<file path="config.mk">
export PLATFORM = sky130hd
export DESIGN_NAME = decode_skid_flow
export DESIGN_NICKNAME = d
export VERILOG_FILES = /design/src/rtl/decode_skid_pkg.sv /design/src/rtl/decode_skid_ctrl.sv /design/src/rtl/decode_skid_dp.sv /design/src/rtl/decode_skid_flow.sv
export SDC_FILE = /design/constraint.sdc
export NUM_CORES = 1
export LEC_CHECK = 0
export ABC_AREA = 0
export BUFFER_PORTS_ARGS = -buffer_cell sky130_fd_sc_hd__buf_4
export CORE_AREA = 4 4 115 117
export CTS_CLUSTER_SIZE = 10
export DETAILED_ROUTE_END_ITERATION = 8
export DIE_AREA = 0 0 119 121
export GPL_ROUTABILITY_DRIVEN = 0
export PLACE_DENSITY = 0.78
export REMOVE_ABC_BUFFERS = 1
export SLEW_MARGIN = 20
export SYNTH_ARGS = -nofsm -noshare
export SYNTH_HDL_FRONTEND = slang
export SYNTH_SLANG_ARGS = --single-unit
</file>
<file path="constraint.sdc">
create_clock -name clk -period 7.8 [get_ports clk]
set_clock_uncertainty 0.05 [all_clocks]
set_input_delay 0 -clock clk [delete_from_list [all_inputs] [get_ports clk]]
set_output_delay 0 -clock clk [all_outputs]
set_load 0.03 [all_outputs]
</file>
<file path="src/rtl/decode_skid_pkg.sv">
package decode_skid_pkg;

  typedef enum logic [2:0] {
    ST_IDLE       = 3'd0,
    ST_BLOCKED    = 3'd1,
    ST_RUNNING    = 3'd2,
    ST_UNBLOCKING = 3'd3,
    ST_SQUASHING  = 3'd4
  } stage_state_e;

  // Strobes from control to datapath
  typedef struct packed {
    logic clearAll;   // empty the skid buffer
    logic drainSkid;  // forward from skid head
    logic pushFetch;  // append fetch lanes to skid
    logic passFetch;  // forward fetch lanes directly
  } skid_strobe_t;

endpackage

</file>
<file path="src/rtl/decode_skid_ctrl.sv">
module decode_skid_ctrl
  import decode_skid_pkg::*;
#(
  parameter int W     = 2,
  parameter int DEPTH = 8
) (
  input  logic                       clk,
  input  logic                       rstN,
  input  logic                       renameStall,
  input  logic                       commitSquash,
  input  logic [$clog2(W+1)-1:0]     fetchCount,
  input  logic [$clog2(DEPTH+1)-1:0] skidCount,
  output skid_strobe_t               strobe,
  output stage_state_e               state,
  output logic                       fetchBlock,
  output logic                       fetchUnblock
);

  stage_state_e nextState;

  always_comb begin
    strobe       = '0;
    nextState    = state;
    fetchBlock   = 1'b0;
    fetchUnblock = 1'b0;
    if (commitSquash) begin
      strobe.clearAll = 1'b1;
      nextState       = ST_SQUASHING;
      fetchUnblock    = (state == ST_BLOCKED) || (state == ST_UNBLOCKING);
    end else if (renameStall) begin
      strobe.pushFetch = 1'b1;
      nextState        = ST_BLOCKED;
      fetchBlock       = (state != ST_BLOCKED);
    end else if ((state == ST_BLOCKED) || (state == ST_UNBLOCKING)) begin
      strobe.drainSkid = 1'b1;
      strobe.pushFetch = 1'b1;
      if ((int'(skidCount) <= W) && (fetchCount == '0)) begin
        nextState    = ST_RUNNING;
        fetchUnblock = 1'b1;
      end else begin
        nextState = ST_UNBLOCKING;
      end
    end else begin
      strobe.passFetch = 1'b1;
      if (state == ST_IDLE) nextState = (fetchCount != '0) ? ST_RUNNING : ST_IDLE;
      else                  nextState = ST_RUNNING;
    end
  end

  always_ff @(posedge clk or negedge rstN) begin
    if (!rstN) state <= ST_IDLE;
    else       state <= nextState;
  end

endmodule

</file>
<file path="src/rtl/decode_skid_dp.sv">
module decode_skid_dp
  import decode_skid_pkg::*;
#(
  parameter int W     = 2,
  parameter int SEQ_W = 8,
  parameter int DEPTH = 8
) (
  input  logic                       clk,
  input  logic                       rstN,
  input  skid_strobe_t               strobe,
  input  logic [$clog2(W+1)-1:0]     fetchCount,
  input  logic [W*SEQ_W-1:0]         fetchSeq,
  input  logic [W-1:0]               fetchSquashed,
  output logic [W-1:0]               outValid,
  output logic [W*SEQ_W-1:0]         outSeq,
  output logic [$clog2(DEPTH+1)-1:0] skidCount,
  output logic                       overflow
);

  localparam int PTR_W = $clog2(DEPTH);
  localparam int CNT_W = $clog2(DEPTH+1);

  logic [SEQ_W-1:0] memSeq [DEPTH];
  logic [DEPTH-1:0] memSq;
  logic [PTR_W-1:0] head, tail;
  int popN, room, pushN;

  always_comb begin
    popN = 0;
    if (strobe.drainSkid) popN = (int'(skidCount) < W) ? int'(skidCount) : W;
    room  = DEPTH - (int'(skidCount) - popN);
    pushN = 0;
    if (strobe.pushFetch) pushN = (int'(fetchCount) < room) ? int'(fetchCount) : room;
    overflow = strobe.pushFetch && (int'(fetchCount) > room);
  end

  for (genvar lane = 0; lane < W; lane++) begin : g_lane
    logic [PTR_W-1:0] rdIdx;
    logic             laneValid;
    logic [SEQ_W-1:0] laneSeq;
    assign rdIdx = head + PTR_W'(lane);
    always_comb begin
      laneValid = 1'b0;
      laneSeq   = '0;
      if (strobe.drainSkid) begin
        laneValid = (lane < popN) && !memSq[rdIdx];
        laneSeq   = memSeq[rdIdx];
      end else if (strobe.passFetch) begin
        laneValid = (lane < int'(fetchCount)) && !fetchSquashed[lane];
        laneSeq   = fetchSeq[lane*SEQ_W +: SEQ_W];
      end
    end
    assign outValid[lane]                = laneValid;
    assign outSeq[lane*SEQ_W +: SEQ_W]   = laneSeq;
  end

  always_ff @(posedge clk or negedge rstN) begin
    if (!rstN) begin
      head      <= '0;
      tail      <= '0;
      skidCount <= '0;
    end else if (strobe.clearAll) begin
      head      <= '0;
      tail      <= '0;
      skidCount <= '0;
    end else begin
      head      <= head + PTR_W'(popN);
      tail      <= tail + PTR_W'(pushN);
      skidCount <= CNT_W'(int'(skidCount) - popN + pushN);
    end
  end

  always_ff @(posedge clk) begin
    for (int i = 0; i < W; i++) begin
      if (i < pushN) begin
        memSeq[tail + PTR_W'(i)] <= fetchSeq[i*SEQ_W +: SEQ_W];
        memSq[tail + PTR_W'(i)]  <= fetchSquashed[i];
      end
    end
  end

endmodule

</file>
<file path="src/rtl/decode_skid_flow.sv">
module decode_skid_flow
  import decode_skid_pkg::*;
#(
  parameter int W     = 2,
  parameter int SEQ_W = 8,
  parameter int DEPTH = 8
) (
  input  logic                   clk,
  input  logic                   rstN,
  input  logic [$clog2(W+1)-1:0] fetchCount,
  input  logic [W*SEQ_W-1:0]     fetchSeq,
  input  logic [W-1:0]           fetchSquashed,
  input  logic                   renameStall,
  input  logic                   commitSquash,
  output logic [W-1:0]           renameValid,
  output logic [W*SEQ_W-1:0]     renameSeq,
  output logic                   fetchBlock,
  output logic                   fetchUnblock,
  output logic [2:0]             stageStatus,
  output logic                   stageActive,
  output logic                   skidOverflow
);

  localparam int CNT_W = $clog2(DEPTH+1);

  skid_strobe_t     strobe;
  stage_state_e     state;
  logic [CNT_W-1:0] skidCount;

  decode_skid_ctrl #(.W(W), .DEPTH(DEPTH)) ctrl_i (
    .clk(clk), .rstN(rstN), .renameStall(renameStall), .commitSquash(commitSquash),
    .fetchCount(fetchCount), .skidCount(skidCount), .strobe(strobe), .state(state),
    .fetchBlock(fetchBlock), .fetchUnblock(fetchUnblock)
  );

  decode_skid_dp #(.W(W), .SEQ_W(SEQ_W), .DEPTH(DEPTH)) dp_i (
    .clk(clk), .rstN(rstN), .strobe(strobe), .fetchCount(fetchCount),
    .fetchSeq(fetchSeq), .fetchSquashed(fetchSquashed), .outValid(renameValid),
    .outSeq(renameSeq), .skidCount(skidCount), .overflow(skidOverflow)
  );

  assign stageStatus = state;
  assign stageActive = (fetchCount != '0) || (skidCount != '0);

endmodule

</file>
After elaboration in Yosys (flattened, before gate mapping) --
Memory sizes are Yosys's and may differ from the RTL's. Cells that the tools add are included.
Word-level totals: flip-flop bits (word level) 21, bits in writable memories 64, input bits 24, output and inout port bits 25, word-level logic and storage cells 100, memories kept 1
Memories:
- dp_i.memSeq | words 8, bits a word 8, rd ports 2, clocked after memory_dff 0, wr ports 2, RTL line decode_skid_dp.sv:23 | logic [SEQ_W-1:0] memSeq [DEPTH];
Operators by class: add/subtract/negate cells 7, order comparisons 16, equality and inequality tests 3, multiplexer cells 50, reduce and logical (&&, ||, !) cells 18
Operator list (number):
- $mux 32 | 3
- $lt 1x32->1 const A | 2
- $lt 2x32->1 const A | 2
- $mux 8 | 6
- $gt 3x32->1 | 1
- $lt 3x32->1 | 1
- $sub 5x32->32 | 1
- $sub 5x32->32 const A | 1
- $mux 1 | 24
- $mux 3 | 7
- $bwmux 8 | 2
- $lt 3x4->1 const B | 4
- $logic_and 1x1->1 | 8
- $mux 4 | 2
- $add 3x1->3 const B | 2
- $add 3x3->3 | 2
- $bmux 1 s3 | 2
- $demux 1 s3 | 2
- $ge 3x1->1 const B | 2
- $add 4x4->4 | 1
- $le 4x2->1 const B | 1
- $logic_not 1->1 | 4
- $lt 1x2->1 const A | 2
- $lt 4x2->1 const B | 1
- 9 further kinds | 11

Logic depth before layout (Yosys ltp) --
word-level depth 15, depth in mapped cells 24

Modules after synthesis --
Synthesis repeated with hierarchy kept, for this count alone.
Second synthesis, totals: cell total of the unflattened synthesis 448, area total of the unflattened synthesis 6059.6 µm²
Modules (own cells, without submodules):
- decode_skid_dp | instances 1, cells each 423, area each 5858.1 µm²
- decode_skid_ctrl | instances 1, cells each 22, area each 187.7 µm²
- decode_skid_flow | instances 1, cells each 3, area each 13.8 µm²

Worst setup path before layout --
OpenSTA, ideal clock, no wires.
path kind register to register, start point reg dp_i.skidCount[3], end point mem dp_i.memSeq[0][0], enable pin, data arrival time 5.653 ns, required time 7.352 ns, setup slack 1.699 ns, stages on the path, launching flop included 21, path buffers 2, cell sequence dfrtp_1 -> or3_1 -> nor4_1 -> ha_1 -> nor2b_1 -> o21ai_0 -> nand2b_1 -> fa_1 -> nor2b_1 -> a32oi_1 -> nand3_1 -> nor2_1 -> o21ai_0 -> ha_1 -> clkbuf_1 -> mux2i_1 -> or2_2 -> buf_2 -> a31oi_1 -> nor2_1 -> o41ai_1
RTL lines:
- from (decl) | RTL line decode_skid_dp.sv:16 | output logic [$clog2(DEPTH+1)-1:0] skidCount,
- from (signal assigned) | RTL line decode_skid_dp.sv:69 | skidCount <= CNT_W'(int'(skidCount) - popN + pushN);
- to (decl) | RTL line decode_skid_dp.sv:23

==> flow_summary.json <==
{
  "outcome": "finished, final reports clean",
  "count_of_input_and_output_buffers": 48,
  "min_path_type": "in -> reg",
  "yosysTopAreaCell": "sky130_fd_sc_hd__edfxtp_1",
  "post_synth.cell_area_avg_um2": 12.1,
  "syn_inst": 495,
  "grtUsageMet3_pct": 3.96,
  "classification_of_the_worst_setup_path": "in -> reg",
  "critical_path.startpoint": "commitSquash",
  "cap_viol_max_count": 0,
  "power.share.sequential_pct": 37.2,
  "global_route.usage.met1_pct": 28.2,
  "drive_above_1_share_pct": 35.5,
  "p_total_mw": 1.67,
  "share_comb_of_total_power_pct": 36.8,
  "synth_sequential_area_ratio_pct": 40.3,
  "finish.instance_area_um2": 7060,
  "synth_largest_type_area_fraction_pct": 32.1,
  "cts_resized": 0,
  "synth-seq-cells": 85,
  "maxSlewHeadroom_pct": 31.4,
  "p_int_mw": 1.08,
  "grt_busiest_layer": "met2",
  "max_ir_drop_vdd_v": 0.000115,
  "hold_path_startpoint": "fetchSquashed[0]",
  "clkPwrFrac_pct": 26.0,
  "postRouteWirelength_um": 15700,
  "nFillCells": 953,
  "path_delay_family": "simple AND/OR/NAND/NOR gates",
  "power.density_cell_area_nw_per_um2": 236,
  "finish.utilization_pct": 57.1,
  "swShare_pct": 35.4,
  "grt_pass1_wl_um": 24900,
  "dpl-instance-area_um2": 6500,
  "clk_pin_slew_ns": 0.07,
  "finalCriticalPeriod_ns": 7.07,
  "die_w_um": 119,
  "synth_edf_count": 64,
  "detailedRoute.firstIterationViolations": 769,
  "routed-via-count": 4600,
  "gr_util_met2_pct": 38.3,
  "arrival_ns": 7.12,
  "dp.final_hpwl_um": 10700,
  "avgViaCountPerCell": 6.28,
  "critPathLaunchType": "input port",
  "io_pins": 49,
  "critical_path.reg2reg.startpoint": "dp_i.skidCount[3]$_DFF_PN0_",
  "syn-cell-area_um2": 5980,
  "cell_types_with_the_largest_area_share_after_synthesis": "sky130_fd_sc_hd__edfxtp_1 32%, sky130_fd_sc_hd__mux4_2 14%, sky130_fd_sc_hd__mux2_2 12%",
  "cts_post_setup_buffers_inserted": 0,
  "ys.flop_type": "sky130_fd_sc_hd__edfxtp_1",
  "worst_pin_slew_ns": 1.02,
  "avgRoutedWirePerCell_um": 21.4,
  "root_buffer": "sky130_fd_sc_hd__clkbuf_16",
  "number_of_buffers_on_the_longest_clock_path": 2,
  "worst_ep_required_time_ns": 7.84,
  "fp.dieArea_um2": 14400,
  "tritoncts": "built",
  "setup-tns-final_ns": 0,
  "initial_core_util_pct": 48.4,
  "remaining_drc_errors": 0,
  "hold_viol_final": 0,
  "detailedRoute.firstPassIterationCount": 7,
  "overflow": 0,
  "yosys_warnings": 0,
  "grt_pass1_vias": 4728,
  "core_area_um2": 12400,
  "layout_worst_path_cycle_share_pct": 90.7,
  "power.net_switching_uw": 591,
  "power.leakage_nw": 2.49,
  "cts_hold_buf": 25,
  "critPathCaptureType": "flop",
  "die_y_um": 121,
  "worst_skew_pair.late_latency_ns": 0.34,
  "grt_max_degree": 39,
  "cpPeakStageDelay_ns": 0.61,
  "groute.usage.overall_pct": 22.2,
  "ant_nets": 0,
  "areaGrowthSynthToFinish_pct": 18.0,
  "slowest_stage": "sky130_fd_sc_hd__fa_1",
  "async_set_reset_flop_share_out_of_synthesis_pct": 15.3,
  "antenna_found_initial": 0,
  "synth_commonest_cells": "64 x sky130_fd_sc_hd__edfxtp_1, 64 x sky130_fd_sc_hd__mux2_2, 46 x sky130_fd_sc_hd__nor2_1",
  "number_of_max_slew_violations_in_the_final_report": 0,
  "timing.fmax_mhz": 141,
  "n_antenna_cell": 0,
  "fin_nets": 600,
  "floorplan.rows": 41,
  "netlist-cell-type-count": 59,
  "rsz0062_at_grt": "false",
  "depth_of_the_cts_h_tree": 3,
  "largest_fanout_on_the_critical_path": 21,
  "cts_buffers": 9,
  "final-setup-viol-count": 0,
  "cts_num_sinks": 85,
  "cp_num_buf_inv": 3,
  "worst_path_cell_chain": "dlygate4sd3_1 -> buf_4 -> or2_2 -> nor4_1 -> ha_1 -> nor2b_1 -> o21ai_0 -> nand2b_1 -> fa_1 -> nor2b_1 -> a32oi_1 -> nand3_1 -> nor2_1 -> o21ai_0 -> ha_1 -> mux2i_1 -> or2_2 -> a311o_1 -> nor2_2 -> mux2_2 -> dlygate4sd3_1"
}
[final timing paths]
check	cells past startpoint	to	slack (ns)
setup / recovery	21	dp_i.memSeq[3][5]$_DFFE_PP_	0.73
setup reg to reg	19	dp_i.memSeq[3][5]$_DFFE_PP_	0.88
max in group asynchronous	3	dp_i.head[0]$_DFF_PN0_	6.55
hold reg to reg	2	dp_i.memSq[0]$_DFF_P_	0.51
min in group asynchronous	3	dp_i.tail[0]$_DFF_PN0_	0.68
hold / removal	3	dp_i.memSq[2]$_DFF_P_	0.02
[power groups by stage]
stage	Clock (mW)	Sequential, mW	Combinational [mW]
after floorplan	0	0.606	0.429
after global placement	0	0.621	0.565
after detailed placement	0	0.626	0.589
after CTS	0.436	0.618	0.606
after global routing	0.455	0.625	0.667
final	0.433	0.621	0.614
[kinds of logic after synthesis]
logic type                 share of synthesized area [%]
and+or+nand+nor                                     10.4
AOI/OAI and AO/OA                                   10.4
other                                             0.0627
buffers and inverters                               3.75
xor gates and xnor gates                            1.55
adders and majority gates                           4.69
DFF                                                 40.3
muxes                                               28.8
[state kept, by name, indices dropped and copies added, names as in the netlist]
name and count:
dp_i.skidCount 4, dp_i.memSeq 64, dp_i.head 3, dp_i.tail 3, ctrl_i.state 3, dp_i.memSq 8
[metal layers]
layer / routed length (um) / up-vias
li1: - / 2045
met1: 6210 / 2265
met2: 7950 / 251
met3: 1190 / 39
met4: 372 / 0
met5: 0 / -
[placed cells by master (no fill, tap or decap), types with 10 or more instances in the layout]
| cell type | instances |
|---|---|
| sky130_fd_sc_hd__nor2_1 | 46 |
| sky130_fd_sc_hd__or2_2 | 10 |
| sky130_fd_sc_hd__inv_1 | 13 |
| sky130_fd_sc_hd__buf_4 | 62 |
| sky130_fd_sc_hd__mux2i_1 | 19 |
| sky130_fd_sc_hd__nand2_1 | 12 |
| sky130_fd_sc_hd__o21ai_0 | 16 |
| sky130_fd_sc_hd__a31oi_1 | 10 |
| sky130_fd_sc_hd__dlygate4sd3_1 | 25 |
| sky130_fd_sc_hd__mux4_2 | 36 |
| sky130_fd_sc_hd__edfxtp_1 | 64 |
| sky130_fd_sc_hd__dfrtp_1 | 12 |
| sky130_fd_sc_hd__nor3_1 | 11 |
| sky130_fd_sc_hd__mux2_2 | 64 |
| sky130_fd_sc_hd__ha_1 | 15 |
| sky130_fd_sc_hd__a211oi_1 | 16 |
| sky130_fd_sc_hd__nor2b_1 | 10 |
[layout make-up]
type                    instances  area [um^2]  share of cell area, %
clock inverters                 7         72.6                   1.03
inverters                      13         48.8                  0.692
clock buffers                   9          225                   3.19
repair buffers                 87          716                   10.1
well taps                     172          215                   3.05
multi-input cells             360         3370                   47.7
flip-flops and latches         85         2410                   34.2
[through the flow]
step,setup WS [ns],hold slack [ns],instances
final,0.726,0.0154,733
after global routing,0.313,0.00987,733
after CTS,0.819,0.00307,733
after detailed placement,1.30,-0.193,692
after global placement,1.49,-0.197,692
after floorplan,1.70,-0.346,458
[worst reg2reg max path, stage by stage (launching register included)]
cell and delay, ns:
sky130_fd_sc_hd__dfrtp_1 0.44, sky130_fd_sc_hd__or3_1 0.44, sky130_fd_sc_hd__nor4_1 0.41, sky130_fd_sc_hd__ha_1 0.26
sky130_fd_sc_hd__nor2b_1 0.09, sky130_fd_sc_hd__o21ai_0 0.16, sky130_fd_sc_hd__nand2b_1 0.09, sky130_fd_sc_hd__fa_1 0.61
sky130_fd_sc_hd__nor2b_1 0.08, sky130_fd_sc_hd__a32oi_1 0.24, sky130_fd_sc_hd__nand3_1 0.13, sky130_fd_sc_hd__nor2_1 0.46
sky130_fd_sc_hd__o21ai_0 0.19, sky130_fd_sc_hd__ha_1 0.41, sky130_fd_sc_hd__mux2i_1 0.15, sky130_fd_sc_hd__or2_2 0.34
sky130_fd_sc_hd__a311o_1 0.60, sky130_fd_sc_hd__nor2_2 0.57, sky130_fd_sc_hd__mux2_2 0.41, sky130_fd_sc_hd__dlygate4sd3_1 0.56
Power figures use the tool's default switching activity.
